$ cat src/rtl/tpwm_pkg.sv
`timescale 1ns/1ps
package tpwm_pkg;

    localparam int unsigned CNT_W  = 16;
    localparam int unsigned SEL_W  = 3;
    localparam int unsigned ADDR_W = 2;

    typedef enum logic [ADDR_W-1:0] {
        ADR_CTRL   = 2'd0,
        ADR_PERIOD = 2'd1,
        ADR_WIDTH  = 2'd2
    } reg_addr_e;

    typedef enum logic [1:0] {
        ST_OFF   = 2'd0,
        ST_ARMED = 2'd1,
        ST_RUN   = 2'd2
    } tmr_state_e;

    // mask with the n lowest bits set
    function automatic logic [31:0] low_ones(input logic [31:0] n);
        return (32'd1 << n) - 32'd1;
    endfunction

endpackage

$ cat src/rtl/tpwm_regs.sv
`timescale 1ns/1ps
module tpwm_regs
    import tpwm_pkg::*;
#(
    parameter int unsigned CW = CNT_W,
    parameter int unsigned SW = SEL_W
) (
    input  logic            clk,
    input  logic            rst,
    input  logic            wr_en,
    input  logic [ADDR_W-1:0] wr_addr,
    input  logic [CW-1:0]   wr_data,
    output logic            ctl_en,
    output logic [SW-1:0]   ctl_sel,
    output logic [CW-1:0]   period_reg,
    output logic [CW-1:0]   width_reg,
    output logic            width_wr
);

    reg_addr_e addr_e;
    assign addr_e   = reg_addr_e'(wr_addr);
    assign width_wr = wr_en && (addr_e == ADR_WIDTH);

    always_ff @(posedge clk) begin
        if (rst) begin
            ctl_en     <= 1'b0;
            ctl_sel    <= '0;
            period_reg <= '0;
            width_reg  <= '0;
        end else if (wr_en) begin
            case (addr_e)
                ADR_CTRL: begin
                    ctl_en <= wr_data[0];
                    if (!ctl_en)
                        ctl_sel <= wr_data[SW:1];
                end
                ADR_PERIOD: period_reg <= wr_data;
                ADR_WIDTH:  width_reg  <= wr_data;
                default: ;
            endcase
        end
    end

    // division select frozen while enabled
    p_sel_frozen_r7: assert property (@(posedge clk) disable iff (rst)
        ctl_en |=> $stable(ctl_sel));

endmodule

$ cat src/rtl/tpwm_prescale.sv
`timescale 1ns/1ps
module tpwm_prescale
    import tpwm_pkg::*;
#(
    parameter int unsigned SW = SEL_W
) (
    input  logic          clk,
    input  logic          rst,
    input  logic          run,
    input  logic          restart,
    input  logic [SW-1:0] sel,
    output logic          tick
);

    localparam int unsigned DIV_W = (1 << SW) - 1;

    logic [DIV_W-1:0] div_q;
    logic [31:0]      mask;

    assign mask = low_ones(32'(sel));
    assign tick = run && ((32'(div_q) & mask) == mask);

    always_ff @(posedge clk) begin
        if (rst || restart || !run)
            div_q <= '0;
        else
            div_q <= div_q + DIV_W'(1);
    end

    // with a nonzero select, ticks never fall on adjacent clocks
    p_tick_gap_r7: assert property (@(posedge clk) disable iff (rst)
        (tick && sel != '0) |=> !tick);

endmodule

$ cat src/rtl/tpwm_core.sv
`timescale 1ns/1ps
module tpwm_core
    import tpwm_pkg::*;
#(
    parameter int unsigned CW = CNT_W
) (
    input  logic          clk,
    input  logic          rst,
    input  logic          en,
    input  logic          trig_in,
    input  logic          tick,
    input  logic [CW-1:0] period_reg,
    input  logic [CW-1:0] width_reg,
    input  logic          width_wr,
    output logic          run,
    output logic          restart,
    output logic          pwm_out
);

    tmr_state_e    state;
    logic [CW-1:0] cnt;
    logic [CW-1:0] per_buf;
    logic [CW-1:0] wid_buf;
    logic          pending;
    logic          trig_q;
    logic          trig_rise;
    logic          wrap;
    logic          clear_evt;

    assign trig_rise = trig_in && !trig_q;
    assign restart   = en && (state != ST_OFF) && trig_rise;
    assign wrap      = en && (state == ST_RUN) && tick && !restart && (cnt == per_buf);
    assign clear_evt = restart || wrap;
    assign run       = (state == ST_RUN);
    assign pwm_out   = (state == ST_RUN) && (cnt < wid_buf);

    always_ff @(posedge clk) begin
        if (rst) begin
            state  <= ST_OFF;
            cnt    <= '0;
            trig_q <= 1'b0;
        end else begin
            trig_q <= trig_in;
            if (!en) begin
                state <= ST_OFF;
                cnt   <= '0;
            end else begin
                case (state)
                    ST_OFF: begin
                        state <= ST_ARMED;
                        cnt   <= '0;
                    end
                    ST_ARMED: begin
                        if (restart) begin
                            state <= ST_RUN;
                            cnt   <= '0;
                        end
                    end
                    ST_RUN: begin
                        if (restart || wrap)
                            cnt <= '0;
                        else if (tick)
                            cnt <= cnt + CW'(1);
                    end
                    default: begin
                        state <= ST_OFF;
                        cnt   <= '0;
                    end
                endcase
            end
        end
    end

    always_ff @(posedge clk) begin
        if (rst) begin
            per_buf <= '0;
            wid_buf <= '0;
            pending <= 1'b0;
        end else if (state == ST_OFF) begin
            pending <= 1'b0;
            if (en) begin
                per_buf <= period_reg;
                wid_buf <= width_reg;
            end
        end else begin
            if (clear_evt && pending) begin
                per_buf <= period_reg;
                wid_buf <= width_reg;
            end
            if (width_wr)
                pending <= 1'b1;
            else if (clear_evt)
                pending <= 1'b0;
        end
    end

    // count stays inside the shadow period
    p_cnt_bound_r3: assert property (@(posedge clk) disable iff (rst)
        (state == ST_RUN) |-> (cnt <= per_buf));

    // idle wait holds until a trigger edge
    p_wait_hold_r2: assert property (@(posedge clk) disable iff (rst)
        (state == ST_ARMED && en && !trig_rise) |=> (state == ST_ARMED && !pwm_out));

    // shadows move only at a clear or at enable
    p_buf_hold_r5: assert property (@(posedge clk) disable iff (rst)
        (state != ST_OFF && !clear_evt) |=> ($stable(per_buf) && $stable(wid_buf)));

    // a high-time write leaves the transfer armed
    p_arm_r6: assert property (@(posedge clk) disable iff (rst)
        (width_wr && state != ST_OFF) |=> pending);

    // disabled timer is quiet
    p_off_quiet_r8: assert property (@(posedge clk) disable iff (rst)
        !en |=> (state == ST_OFF && cnt == '0 && !pwm_out));

    // enable edge loads both shadows from the registers
    p_load_r9: assert property (@(posedge clk) disable iff (rst)
        (state == ST_OFF && en) |=>
            (per_buf == $past(period_reg) && wid_buf == $past(width_reg)));

    // trigger restarts the count
    p_restart_r10: assert property (@(posedge clk) disable iff (rst)
        restart |=> (state == ST_RUN && cnt == '0));

endmodule

$ cat src/rtl/trig_pwm_timer.sv
`timescale 1ns/1ps
module trig_pwm_timer
    import tpwm_pkg::*;
#(
    parameter int unsigned CW = CNT_W,
    parameter int unsigned SW = SEL_W
) (
    input  logic              clk,
    input  logic              rst,
    input  logic              wr_en,
    input  logic [ADDR_W-1:0] wr_addr,
    input  logic [CW-1:0]     wr_data,
    input  logic              trig_in,
    output logic              pwm_out
);

    logic          ctl_en;
    logic [SW-1:0] ctl_sel;
    logic [CW-1:0] period_reg;
    logic [CW-1:0] width_reg;
    logic          width_wr;
    logic          run;
    logic          restart;
    logic          tick;

    tpwm_regs #(.CW(CW), .SW(SW)) u_regs (
        .clk        (clk),
        .rst        (rst),
        .wr_en      (wr_en),
        .wr_addr    (wr_addr),
        .wr_data    (wr_data),
        .ctl_en     (ctl_en),
        .ctl_sel    (ctl_sel),
        .period_reg (period_reg),
        .width_reg  (width_reg),
        .width_wr   (width_wr)
    );

    tpwm_prescale #(.SW(SW)) u_pre (
        .clk     (clk),
        .rst     (rst),
        .run     (run),
        .restart (restart),
        .sel     (ctl_sel),
        .tick    (tick)
    );

    tpwm_core #(.CW(CW)) u_core (
        .clk        (clk),
        .rst        (rst),
        .en         (ctl_en),
        .trig_in    (trig_in),
        .tick       (tick),
        .period_reg (period_reg),
        .width_reg  (width_reg),
        .width_wr   (width_wr),
        .run        (run),
        .restart    (restart),
        .pwm_out    (pwm_out)
    );

endmodule

$ cat config.mk
export PLATFORM = sky130hd
export DESIGN_NAME = trig_pwm_timer
export DESIGN_NICKNAME = d
export VERILOG_FILES = /design/src/rtl/tpwm_pkg.sv /design/src/rtl/tpwm_regs.sv /design/src/rtl/tpwm_prescale.sv /design/src/rtl/tpwm_core.sv /design/src/rtl/trig_pwm_timer.sv
export SDC_FILE = /design/constraint.sdc
export NUM_CORES = 1
export LEC_CHECK = 0
export ABC_AREA = 1
export BUFFER_PORTS_ARGS = -buffer_cell sky130_fd_sc_hd__buf_2
export CAP_MARGIN = 20
export CORE_ASPECT_RATIO = 1.1
export CORE_UTILIZATION = 35
export DETAILED_ROUTE_END_ITERATION = 8
export PLACE_DENSITY = 0.59
export SLEW_MARGIN = 20
export SYNTH_ARGS = -nofsm -noshare
export SYNTH_HDL_FRONTEND = slang
export SYNTH_SLANG_ARGS = --single-unit
$ cat constraint.sdc
create_clock -name clk -period 4.7 [get_ports clk]
set_input_delay 0.705 -clock clk [delete_from_list [all_inputs] [get_ports clk]]
set_output_delay 0.705 -clock clk [all_outputs]
set_load 0.02 [all_outputs]
# == Yosys cells after proc, flatten, opt, wreduce, memory -nomap -nowiden ==
# Cells that the tools add are included.
# word_totals
word_cells,73
n_memories,0
out_inout_bits,1
reg_bits,95
in_bits,22
mem_bits_rw,0
latchBits,0
mem_bits_ro,0
# op_classes
n_eq_ne,9
shift,1
mux,14
n_reduce_logical,31
multipliers,0
n_addsub,3
div_mod_pow,0
n_bitwise,3
magnitude_cmp,1
# ops
cell,count
$mux 16,9
$and 7x32->32,1
$eq 32x32->1,1
$pmux 16 s2,1
$shl 1x3->32 const A,1
$sub 32x1->32 const B,1
$add 16x1->16 const B,1
$eq 16x16->1,1
$lt 16x16->1,1
$reduce_and 2->1,6
$logic_and 1x1->1,11
$add 7x1->7 const B,1
$pmux 2 s3,1
$reduce_bool 2->1,3
$eq 2x1->1 const B,2
$eq 2x2->1 const B,2
$logic_not 2->1,2
$reduce_or 2->1,2
$logic_not 1->1,3
$logic_or 1x1->1,3
$ne 3x1->1 const B,1
$reduce_and 3->1,1
$mux 1,2
$mux 2,1
other kinds (3),4

# == Longest topological paths before layout ==
# Gate-level depths: netlist of the first run.
# logic_depth
word_depth,12
mapped_depth,18
depth_no_buf,17

# == Cells and area by module ==
# Synthesis of the first run repeated with hierarchy kept, for this count alone.
# unflattened
hier_cells,777
hier_area_um2,5218.8
# by_module_without_submodules
mod,cells_per_inst,seq_area_each_um2,area_per_inst_um2,instances
tpwm_core,492,1041.0,3265.6,1
tpwm_regs,205,720.7,1466.4,1
tpwm_prescale,80,140.1,486.7,1

# == Least setup slack after synthesis of the first run ==
# OpenSTA, ideal clock, no wires.
# synth_path
kind,flip-flop to output port
startpoint,register u_core.cnt[7]
endpoint,output pwm_out
arrival_ns,1.421
path_slack_ns,2.574
path_stages_with_launch,7
t_required_ns,3.995
cell_sequence,dfxtp_1 ha_1 a21oi_1 o21ai_0 o21ai_0 o2111ai_1 nor2_1
# synth_between
elab_chain_len,2
# synth_rtl
element,line,source
"start, declared",tpwm_core.sv:21,logic [CW-1:0] cnt;
"start signal, assigned",tpwm_core.sv:63,cnt <= cnt + CW'(1);
$lt 16x16->1,tpwm_core.sv:35,assign pwm_out = (state == ST_RUN) && (cnt < wid_buf);
$logic_and 1x1->1,tpwm_core.sv:35,
"end, declared",trig_pwm_timer.sv:14,output logic pwm_out
# Every way passes these cells.

# == Final worst setup path of the first run ==
# Same ends and word-level chain as after synthesis.

==> out/summary.txt, run 1 <==
CTS tree: done
Final Critical Period: 2.796 ns
power after layout: 0.001743 W
detailed placement HPWL: 8.061 mm
outcome: finished clean
synthesized area per cell: 6.654 um^2
# hold bufs at CTS: 0
Max-Cap Viols: 0
Fmax: 357.7 MHz
crit path buf inv count: 1
Worst EP arrival: 2.09 ns
Yosys top cell area share: 39.21%
Leakage: 2.459 nW
CP Class: reg2out
grt total ovfl: 0
Critical Path Fanout Max: 8
RSZ-0062 raised after global routing: false
dpl cells: 913
final wirelength: 11.38 mm
die area: 14340 um^2
final-layout fill cell count: 1459
synthesis-to-layout area growth: 9.827%
Final Cell Area: 5328 um^2
residual DRC count: 0
met3 Usage GRT: 2.908%
Setup crit start kind: flip-flop
initial antenna violation count: 0
Slew headroom: 51.04%
Yosys reg bits: 95
via count: 4326
Post-Place Cell Area: 5040 um^2
initial core utilization: 36.26%
Post-CTS Setup Bufs: 0
met1 Use GR: 25.20%
core footprint: 13380 um^2
Reg2Reg Setup Slack: 2.11 ns
IO Pins: 23
most common cell after layout, fill and taps aside: nand2_1
TritonRoute pass-1 iters: 5
routability cong.: 0.8134
Setup Viol. Count Final: 0
crit-path cells: ha_1, a21oi_1, o21ai_0, o21ai_0, o2111ai_1, nor2_1, buf_2
Layout Cells excl Fill: 929
first-pass GRT wire length: 19.20 mm
number of global-route vias before repair: 3893
setup TNS: 0 ns
post-CTS resize count: 0
Post-Route Skew: 0.01051 ns
final max-slew violation count: 0
Clock transition at path regs: 0.07 ns
Hold Path Class: reg2reg
DIE HEIGHT: 125.5 um
row cnt: 44
cell family with most CP delay: compound AO/OA/AOI/OAI gates
Inserted Clock Buffers: 9
maximum vdd drop: 0.2002 mV
total power per unit cell area: 327.1 nW/um^2
Inserted Diodes: 0
grt met2 use: 23.81%
Synth Warn #: 0
measured slew at the worst slew-check pin: 0.7324 ns
average wire per standard cell: 12.25 um
Mapped Cells: 729
Die W: 114.3 um
number of nets with antenna violations after routing: 0
IO buf count: 22
layout cells sized above 1: 8.054%
fin nets: 780
crit end category: primary output
GR peak layer: met1
maximum root-to-sink buffer count: 2
Seq/Total Area, Yosys: 39.21%
Final Hold Fails: 0
worst skew pair latency: 0.35 ns
Syn Nets: 769
htree depth: 3
largest net degree at the start of global routing: 68
leading area contributor after synthesis: dfxtp_1
Final Core Density: 39.82%
max incr delay on CP: 0.47 ns
DRT iter0 DRCs: 274
dominant cells by area after synthesis: dfxtp_1 39%, nand2_1 13%, nor2_1 12%
library cells used by synthesis: 31
vias per cell: 4.657
CP Data Required Time: 3.99 ns
part of the cycle the worst path needs: 59.48%
GRT Overall Usage: 16.98%
Clock Sink Count: 95
most frequent cell on the critical path: o21ai_0
critical path's slowest cell: dfxtp_1
most frequent cells in the layout: 162 x nand2_1, 151 x nor2_1, 95 x dfxtp_1
Syn Std Cell Area: 4851 um^2
clk root buf: clkbuf_16
==> power breakdown <==
part	switching (W)	internal, W
sequential	0.0000156	0.000838
combinational	0.000109	0.0000628
clock	0.000347	0.000371
total	0.000472	0.00127
==> Yosys cell counts <==
| library cell | number |
|---|---|
| buf_6 | 5 |
| nor3_2 | 4 |
| a21oi_1 | 52 |
| nor4_1 | 2 |
| buf_2 | 2 |
| buf_4 | 4 |
| nor3_1 | 11 |
| inv_2 | 4 |
| o21a_1 | 1 |
| nor2_1 | 151 |
| nand3_2 | 2 |
| nand3b_1 | 2 |
| o21ai_0 | 47 |
| nand2_2 | 3 |
| o21ai_2 | 1 |
| nor2b_1 | 1 |
| ha_1 | 18 |
| nand3_1 | 47 |
| a31oi_1 | 1 |
| a21oi_2 | 1 |
| nand2_4 | 1 |
| nor3b_1 | 1 |
| inv_1 | 85 |
| o2111ai_1 | 1 |
| clkbuf_8 | 3 |
| nand2_1 | 162 |
| xor2_1 | 2 |
| nor2_4 | 1 |
| dfxtp_1 | 95 |
| clkbuf_1 | 11 |
| nand4_1 | 8 |
==> through the flow <==
step / hold slack (ns) / worst slack (ns)
6_report: 0.4816 / 1.904
5_1_grt: 0.5016 / 1.691
4_1_cts: 0.4879 / 1.833
3_5_place_dp: 0.4681 / 2.109
3_3_place_gp: 0.4616 / 2.125
2_1_floorplan: 0.4415 / 2.574
==> routing by layer <==
layer	up-vias	wire length, um	share of wire, %
li1	2329	-	-
met1	1894	5946	52
met2	86	4650	41
met3	17	479	4.2
met4	0	301	2.6
met5	-	0	0
==> path summary, 6_finish.rpt <==
| path | start | endpoint | cells past startpoint |
|---|---|---|---|
| hold / removal | u_regs.width_reg[7] | u_core.wid_buf[7] | 2 |
| setup / recovery | u_core.cnt[7] | pwm_out | 7 |
| setup reg to reg | u_regs.ctl_sel[2] | u_core.per_buf[8] | 13 |
| hold reg to reg | u_regs.width_reg[7] | u_core.wid_buf[7] | 2 |
==> area by class of cell <==
type	instances	area [um^2]	share of cell area, %
Clock buffer	9	225.2	4.227
Clock inverter	7	62.56	1.174
Inverter	89	334.1	6.271
Multi-Input combinational cell	520	2441	45.82
Sequential cell	95	1902	35.70
Tap cell	184	230.2	4.321
Timing Repair Buffer	25	132.6	2.489
==> cells by family after synthesis <==
logic type / Yosys count / share of synthesized area, %
xor+xnor: 2 / 0.3612
compound gates: 104 / 11.04
simple gates: 396 / 34.18
buf+inv: 114 / 10.58
flops: 95 / 39.21
fa+ha+maj: 18 / 4.643
==> worst register-to-register path: stages, from the launching register on <==
cell and delay [ns]:
dfxtp_1 0.35, inv_1 0.08, nor3_1 0.26, inv_1 0.08, ha_1 0.27, nand2_1 0.05, nor2_1 0.07, nand2_1 0.05
nor2_1 0.13, nand3_1 0.11, o21ai_2 0.18, nand2_4 0.38, a21oi_1 0.40, nor2_1 0.07
Note: power is estimated with default switching activity, not from simulation.
==> run 2, diff against run 1 <==
Settings changed: ABC_AREA 1 to 0, PLACE_DENSITY 0.59 to 0.61.
Clock period 4.7 ns to 2.4 ns, I/O delays scaled along.
==> run 2 against run 1 <==
The flow now finishes with violations (setup timing). First-iteration DRC count rose by 1.8%. Combinational power rose by 150%. Global-route usage rose by 1.6 points. Die area rose by 4.5%. Critical path depth rose by 4. Critical endpoint is now u_core.cnt[11].
==> out/summary.txt, run 2 <==
outcome: complete, but fails checks
failing checks: setup timing
CP Data Required Time: 2.63 ns
worst hold slack: 0.2410 ns
layout cells sized above 1: 25.04%
Max-Cap Viols: 0
final-layout fill cell count: 1414
Slew headroom: 49.39%
maximum root-to-sink buffer count: 2
worst skew pair latency: 0.35 ns
Post-synth EDFFs: 0
CP Class: reg2reg
Comb power frac: 11.1%
grt total ovfl: 0
initial antenna violation count: 0
dpl cells: 810
DIE HEIGHT: 128.3 um
detailed placement HPWL: 9.147 mm
synthesis-to-layout area growth: 22.22%
IO buf count: 22
first-pass GRT wire length: 21.84 mm
Final Critical Period: 2.405 ns
RSZ-0062 raised after global routing: true
dominant cells by area after synthesis: dfxtp_1 37%, or4b_2 6.7%, nand4_1 6.7%
Post-Route M1 WL: 6.316 mm
GRT Overall Usage: 18.56%
crit end category: flip-flop
die area: 14980 um^2
Inserted Clock Buffers: 9
# hold bufs at CTS: 0
htree depth: 3
TritonRoute pass-1 iters: 4
total power per unit cell area: 606.9 nW/um^2
Critical Path Fanout Max: 5
Fmax: 415.7 MHz
Syn Nets: 663
metal3 WL: 722 um
Setup Viol. Count Final: 3
Leakage: 2.249 nW
Inserted Diodes: 0
setup slack after layout: -0.005452 ns
Seq/Total Area, Yosys: 37.48%
synth cell count leaders: 95 x dfxtp_1, 88 x nand2_1, 54 x nand4_1
number of global-route vias before repair: 4416
average wire per standard cell: 16.76 um
Syn Std Cell Area: 5074 um^2
Top FF cell, synth: dfxtp_1
fin nets: 682
highest metal used: met4
maximum vdd drop: 0.3343 mV
Sequential Power Share: 45.6%
final wirelength: 14.00 mm
row cnt: 45
vias per cell: 5.726
Synth Warn #: 0
part of the cycle the worst path needs: 100.2%
Post-synth ARST share: 0%
Yosys reg bits: 95
DRT iter0 DRCs: 279
switching share of total power: 25.31%
Layout Cells excl Fill: 835
routability cong.: 0.7991
Die W: 116.8 um
metal2 WL: 6.712 mm
Post-Route Skew: 0.008062 ns
clock power share: 43.2%
Mapped Cells: 623
Hold Path Class: in2reg
Final Hold Fails: 0
Setup crit start kind: flip-flop
synthesized area per cell: 8.144 um^2
Placement Setup Slack: -0.05357 ns
Clock transition at path regs: 0.07 ns
initial core utilization: 36.34%
Final Core Density: 44.41%
P_int: 0.002811 W
CTS tree: done
Yosys top cell area share: 37.48%
setup TNS: -0.006272 ns
library cells used by synthesis: 49
IO Pins: 23
Clock Sink Count: 95
via count: 4781
clk root buf: clkbuf_16
largest net degree at the start of global routing: 97
core footprint: 13960 um^2
leading area contributor after synthesis: dfxtp_1
top-count cell post-synth: dfxtp_1
most frequent cells in the layout: 88 x nand2_1, 88 x dfxtp_1, 54 x nand4_1
number of nets with antenna violations after routing: 0
final max-slew violation count: 0
measured slew at the worst slew-check pin: 0.7592 ns
Worst EP arrival: 2.63 ns
sw power: 0.0009524 W
residual DRC count: 0
[run 2: cell count changes after synthesis, sizes merged, moves of 14 or more]
cell and delta:
nor2 -130, nand4 +46, clkbuf +29, nand2 -78, a31oi +14, o311ai +15, or4b +34, nand3 -21
inv -65, nor4 +20, o21ai -42, xor2 +17
[run 2: power by group through the flow]
stage	combinational (W)	clock [W]	sequential (W)
final	0.000420	0.00163	0.00172
after CTS	0.000394	0.00165	0.00171
after floorplan	0.000270	0	0.00173
after detailed placement	0.000381	0	0.00175
after global placement	0.000369	0	0.00175
after global routing	0.000468	0.00171	0.00172
[run 2: kinds of logic (layout without fill, tap and decap cells)]
group | count (synthesis) | count (layout) | share of synthesized area [%]
AND/OR/NAND/NOR | 289 | 289 | 32.80
flip-flops | 95 | 95 | 37.48
XOR/XNOR | 22 | 22 | 3.798
buffers and inverters | 80 | 104 | 6.288
multiplexers | 3 | 3 | 0.5919
adder cells (fa/ha/maj) | 18 | 18 | 4.439
AO/OA/AOI/OAI | 116 | 116 | 14.60
[run 2: per-layer routing]
metal | GRT usage, % | up-vias
li1 | - | 2352
met1 | 25.76 | 2309
met2 | 29.17 | 104
met3 | 2.695 | 16
met4 | 6.404 | 0
met5 | 0 | -
[run 2: per-stage QoR]
step	cell area (um^2)	power, W
3_5_place_dp	5493	0.002131
4_1_cts	5862	0.003756
3_3_place_gp	5493	0.002114
6_report	6201	0.003763
5_1_grt	6201	0.003905
2_1_floorplan	5074	0.002000
[run 2: final cells by class]
cell class              count  area, um^2  area share [%]
clock buffers              11       252.7           4.076
clock inverters             5       86.33           1.392
inverters                  24       90.09           1.453
flip-flops and latches     95        1911           30.81
repair buffers             64       538.0           8.676
well taps                 188       235.2           3.793
multi-input cells         448        3088           49.80
[run 2: timing repair]
action                     in CTS  in global routing
resized for setup               9                 69
setup endpoints to repair      40                 45
gates cloned                    0                  4
pin swaps                       2                 29
buffers inserted                0                  5
[run 2: critical path, stage by stage, from the launching register on]
cell and delay [ns]:
dfxtp_2 0.33, and3_4 0.21, inv_2 0.05, ha_4 0.25
nor2b_4 0.15, nor3b_4 0.19, a22oi_2 0.10, nor4_4 0.40
buf_4 0.20, a2bb2oi_4 0.23, buf_6 0.16, a21oi_1 0.04
[run 2: worst paths after layout]
check	start	to	slack, ns	cells after the start
hold / removal	trig_in	u_core.trig_q	0.24	2
setup reg to reg	u_regs.ctl_sel[2]	u_core.cnt[11]	-0.005	11
setup / recovery	u_regs.ctl_sel[2]	u_core.cnt[11]	-0.005	11
hold reg to reg	u_regs.period_reg[11]	u_regs.period_reg[11]	0.48	2
==> run 3, diff against run 2 <==
Settings changed: PLACE_DENSITY 0.61 to 0.6, RECOVER_POWER set to 50.
==> run 3 against run 2 <==
Via count up 0.48%. Global-route usage up 0.70 points. Design area down 1.4%. Utilization down 0.61 points. Highest routed layer unchanged. Sequential share of layout area up 0.39 points. Critical path depth up 1. Worst hold slack worse by 0.0076 ns. The flow still finishes with violations (setup timing).
==> out/summary.txt, run 3 (synthesis results as in run 2) <==
Placement Setup Slack: -0.05375 ns
vias per cell: 5.705
DIE HEIGHT: 128.3 um
outcome: complete, but fails checks
Die W: 116.8 um
critical path's slowest cell: nor4_4
failing checks: setup timing
worst skew pair latency: 0.35 ns
average wire per standard cell: 16.40 um
worst hold slack: 0.2334 ns
most frequent cells in the layout: 90 x dfxtp_1, 88 x nand2_1, 54 x nand4_1
detailed placement HPWL: 9.492 mm
Final Hold Fails: 0
Critical Path Fanout Max: 6
Post-Place Cell Area: 5578 um^2
row cnt: 45
Final Cell Area: 6116 um^2
crit path buf inv count: 4
cell family with most CP delay: simple AND/OR/NAND/NOR gates
Slew headroom: 23.45%
Clock transition at path regs: 0.07 ns
Final Critical Period: 2.473 ns
core footprint: 13960 um^2
Setup Viol. Count Final: 15
maximum root-to-sink buffer count: 2
max incr delay on CP: 0.42 ns
grt total ovfl: 0
GRT Overall Usage: 19.26%
number of nets with antenna violations after routing: 0
Inserted Clock Buffers: 9
IO buf count: 22
crit end category: flip-flop
Post-Route Skew: 0.01001 ns
final-layout fill cell count: 1448
Clock Sink Count: 95
fin nets: 689
final max-slew violation count: 0
via count: 4804
CTS tree: done
clk root buf: clkbuf_16
htree depth: 3
number of global-route vias before repair: 4261
initial core utilization: 36.34%
RSZ-0062 raised after global routing: true
total power per unit cell area: 577.5 nW/um^2
Layout Cells excl Fill: 842
Leakage: 2.237 nW
DRT iter0 DRCs: 432
maximum vdd drop: 0.3053 mV
first-pass GRT wire length: 22.38 mm
Storage cell area: 1908 um^2
measured slew at the worst slew-check pin: 1.148 ns
initial antenna violation count: 0
Worst EP arrival: 2.70 ns
synthesis-to-layout area growth: 20.54%
routability cong.: 0.8330
Setup crit start kind: flip-flop
CP Class: reg2reg
setup TNS: -0.7728 ns
CP Data Required Time: 2.62 ns
die area: 14980 um^2
part of the cycle the worst path needs: 103.1%
Hold Path Class: in2reg
most common cell after layout, fill and taps aside: dfxtp_1
footprint of the multi-input gates: 3010 um^2
TritonRoute pass-1 iters: 7
final wirelength: 13.81 mm
setup slack after layout: -0.07332 ns
Fmax: 404.3 MHz
layout cells sized above 1: 23.09%
Max-Cap Viols: 0
residual DRC count: 0
dpl cells: 818
IO Pins: 23
crit-path cells: and3_4, inv_4, ha_4, nor2b_4, nor3b_4, a22oi_2, nor4_4, buf_4, a2bb2oi_2, buf_6, clkbuf_16, a21oi_2
largest net degree at the start of global routing: 80
Inserted Diodes: 0
run 3: cell count changes in the layout (fill, tap and decap cells not counted), sizes merged:
cell | before | now
clkbuf | 13 | 15
inv | 26 | 29
buf | 62 | 65
bufinv | 2 | 0
clkinv | 1 | 2
run 3: layout make-up:
cell class              instances  share of cell area (%)
clock buffers                   9                   3.682
clock inverters                 7                   1.023
inverters                      24                   1.514
multi-input cells             448                   49.22
flip-flops and latches         95                   31.20
well taps                     188                   3.846
repair buffers                 71                   9.513
run 3: stage by stage:
| stage | util, % | power, W |
|---|---|---|
| 2_1_floorplan | - | 0.002000 |
| 5_1_grt | 43.80 | 0.003678 |
| 4_1_cts | 42.19 | 0.003545 |
| 3_3_place_gp | 39.95 | 0.002117 |
| 6_report | 43.80 | 0.003532 |
| 3_5_place_dp | 39.95 | 0.002134 |
run 3: worst register-to-register path, cell delays in order (launching register included):
cell and delay, ns:
dfxtp_2 0.33, and3_4 0.22, inv_4 0.04, ha_4 0.25, nor2b_4 0.13, nor3b_4 0.18, a22oi_2 0.10, nor4_4 0.42
buf_4 0.18, a2bb2oi_2 0.17, buf_6 0.16, clkbuf_16 0.15, a21oi_2 0.03
run 3: where the power goes:
part	internal [W]	switching, W	leakage (nW)	total [W]
Combinational	0.000167	0.000238	1.32	0.000406
Clock	0.000730	0.000681	0.145	0.00141
Sequential	0.00166	0.0000581	0.774	0.00172
Total	0.00255	0.000978	2.24	0.00353
run 3: path summary, 6_finish.rpt:
check	startpoint	endpoint	slack, ns	cells after the start
max reg2reg	u_regs.ctl_sel[2]	u_core.cnt[12]	-0.07	12
min reg2reg	u_regs.period_reg[4]	u_regs.period_reg[4]	0.47	2
max	u_regs.ctl_sel[2]	u_core.cnt[12]	-0.07	12
min	trig_in	u_core.trig_q	0.23	2
run 3: timing repair:
item / CTS / global route
pin swaps: 1 / 22
gates resized for setup: 8 / 45
setup endpoints to repair: 45 / 48
hold buffers: 0 / 0
buffers inserted: 0 / 5
endpoints found under the hold margin: 0 / 0
gates cloned: 0 / 3
run 3: per-layer routing:
layer | track usage, % | vias up | part of all wire (%)
li1 | - | 2371 | -
met1 | 28.38 | 2277 | 47
met2 | 28.16 | 140 | 46
met3 | 2.553 | 16 | 4.6
met4 | 7.372 | 0 | 1.9
met5 | 0 | - | 0
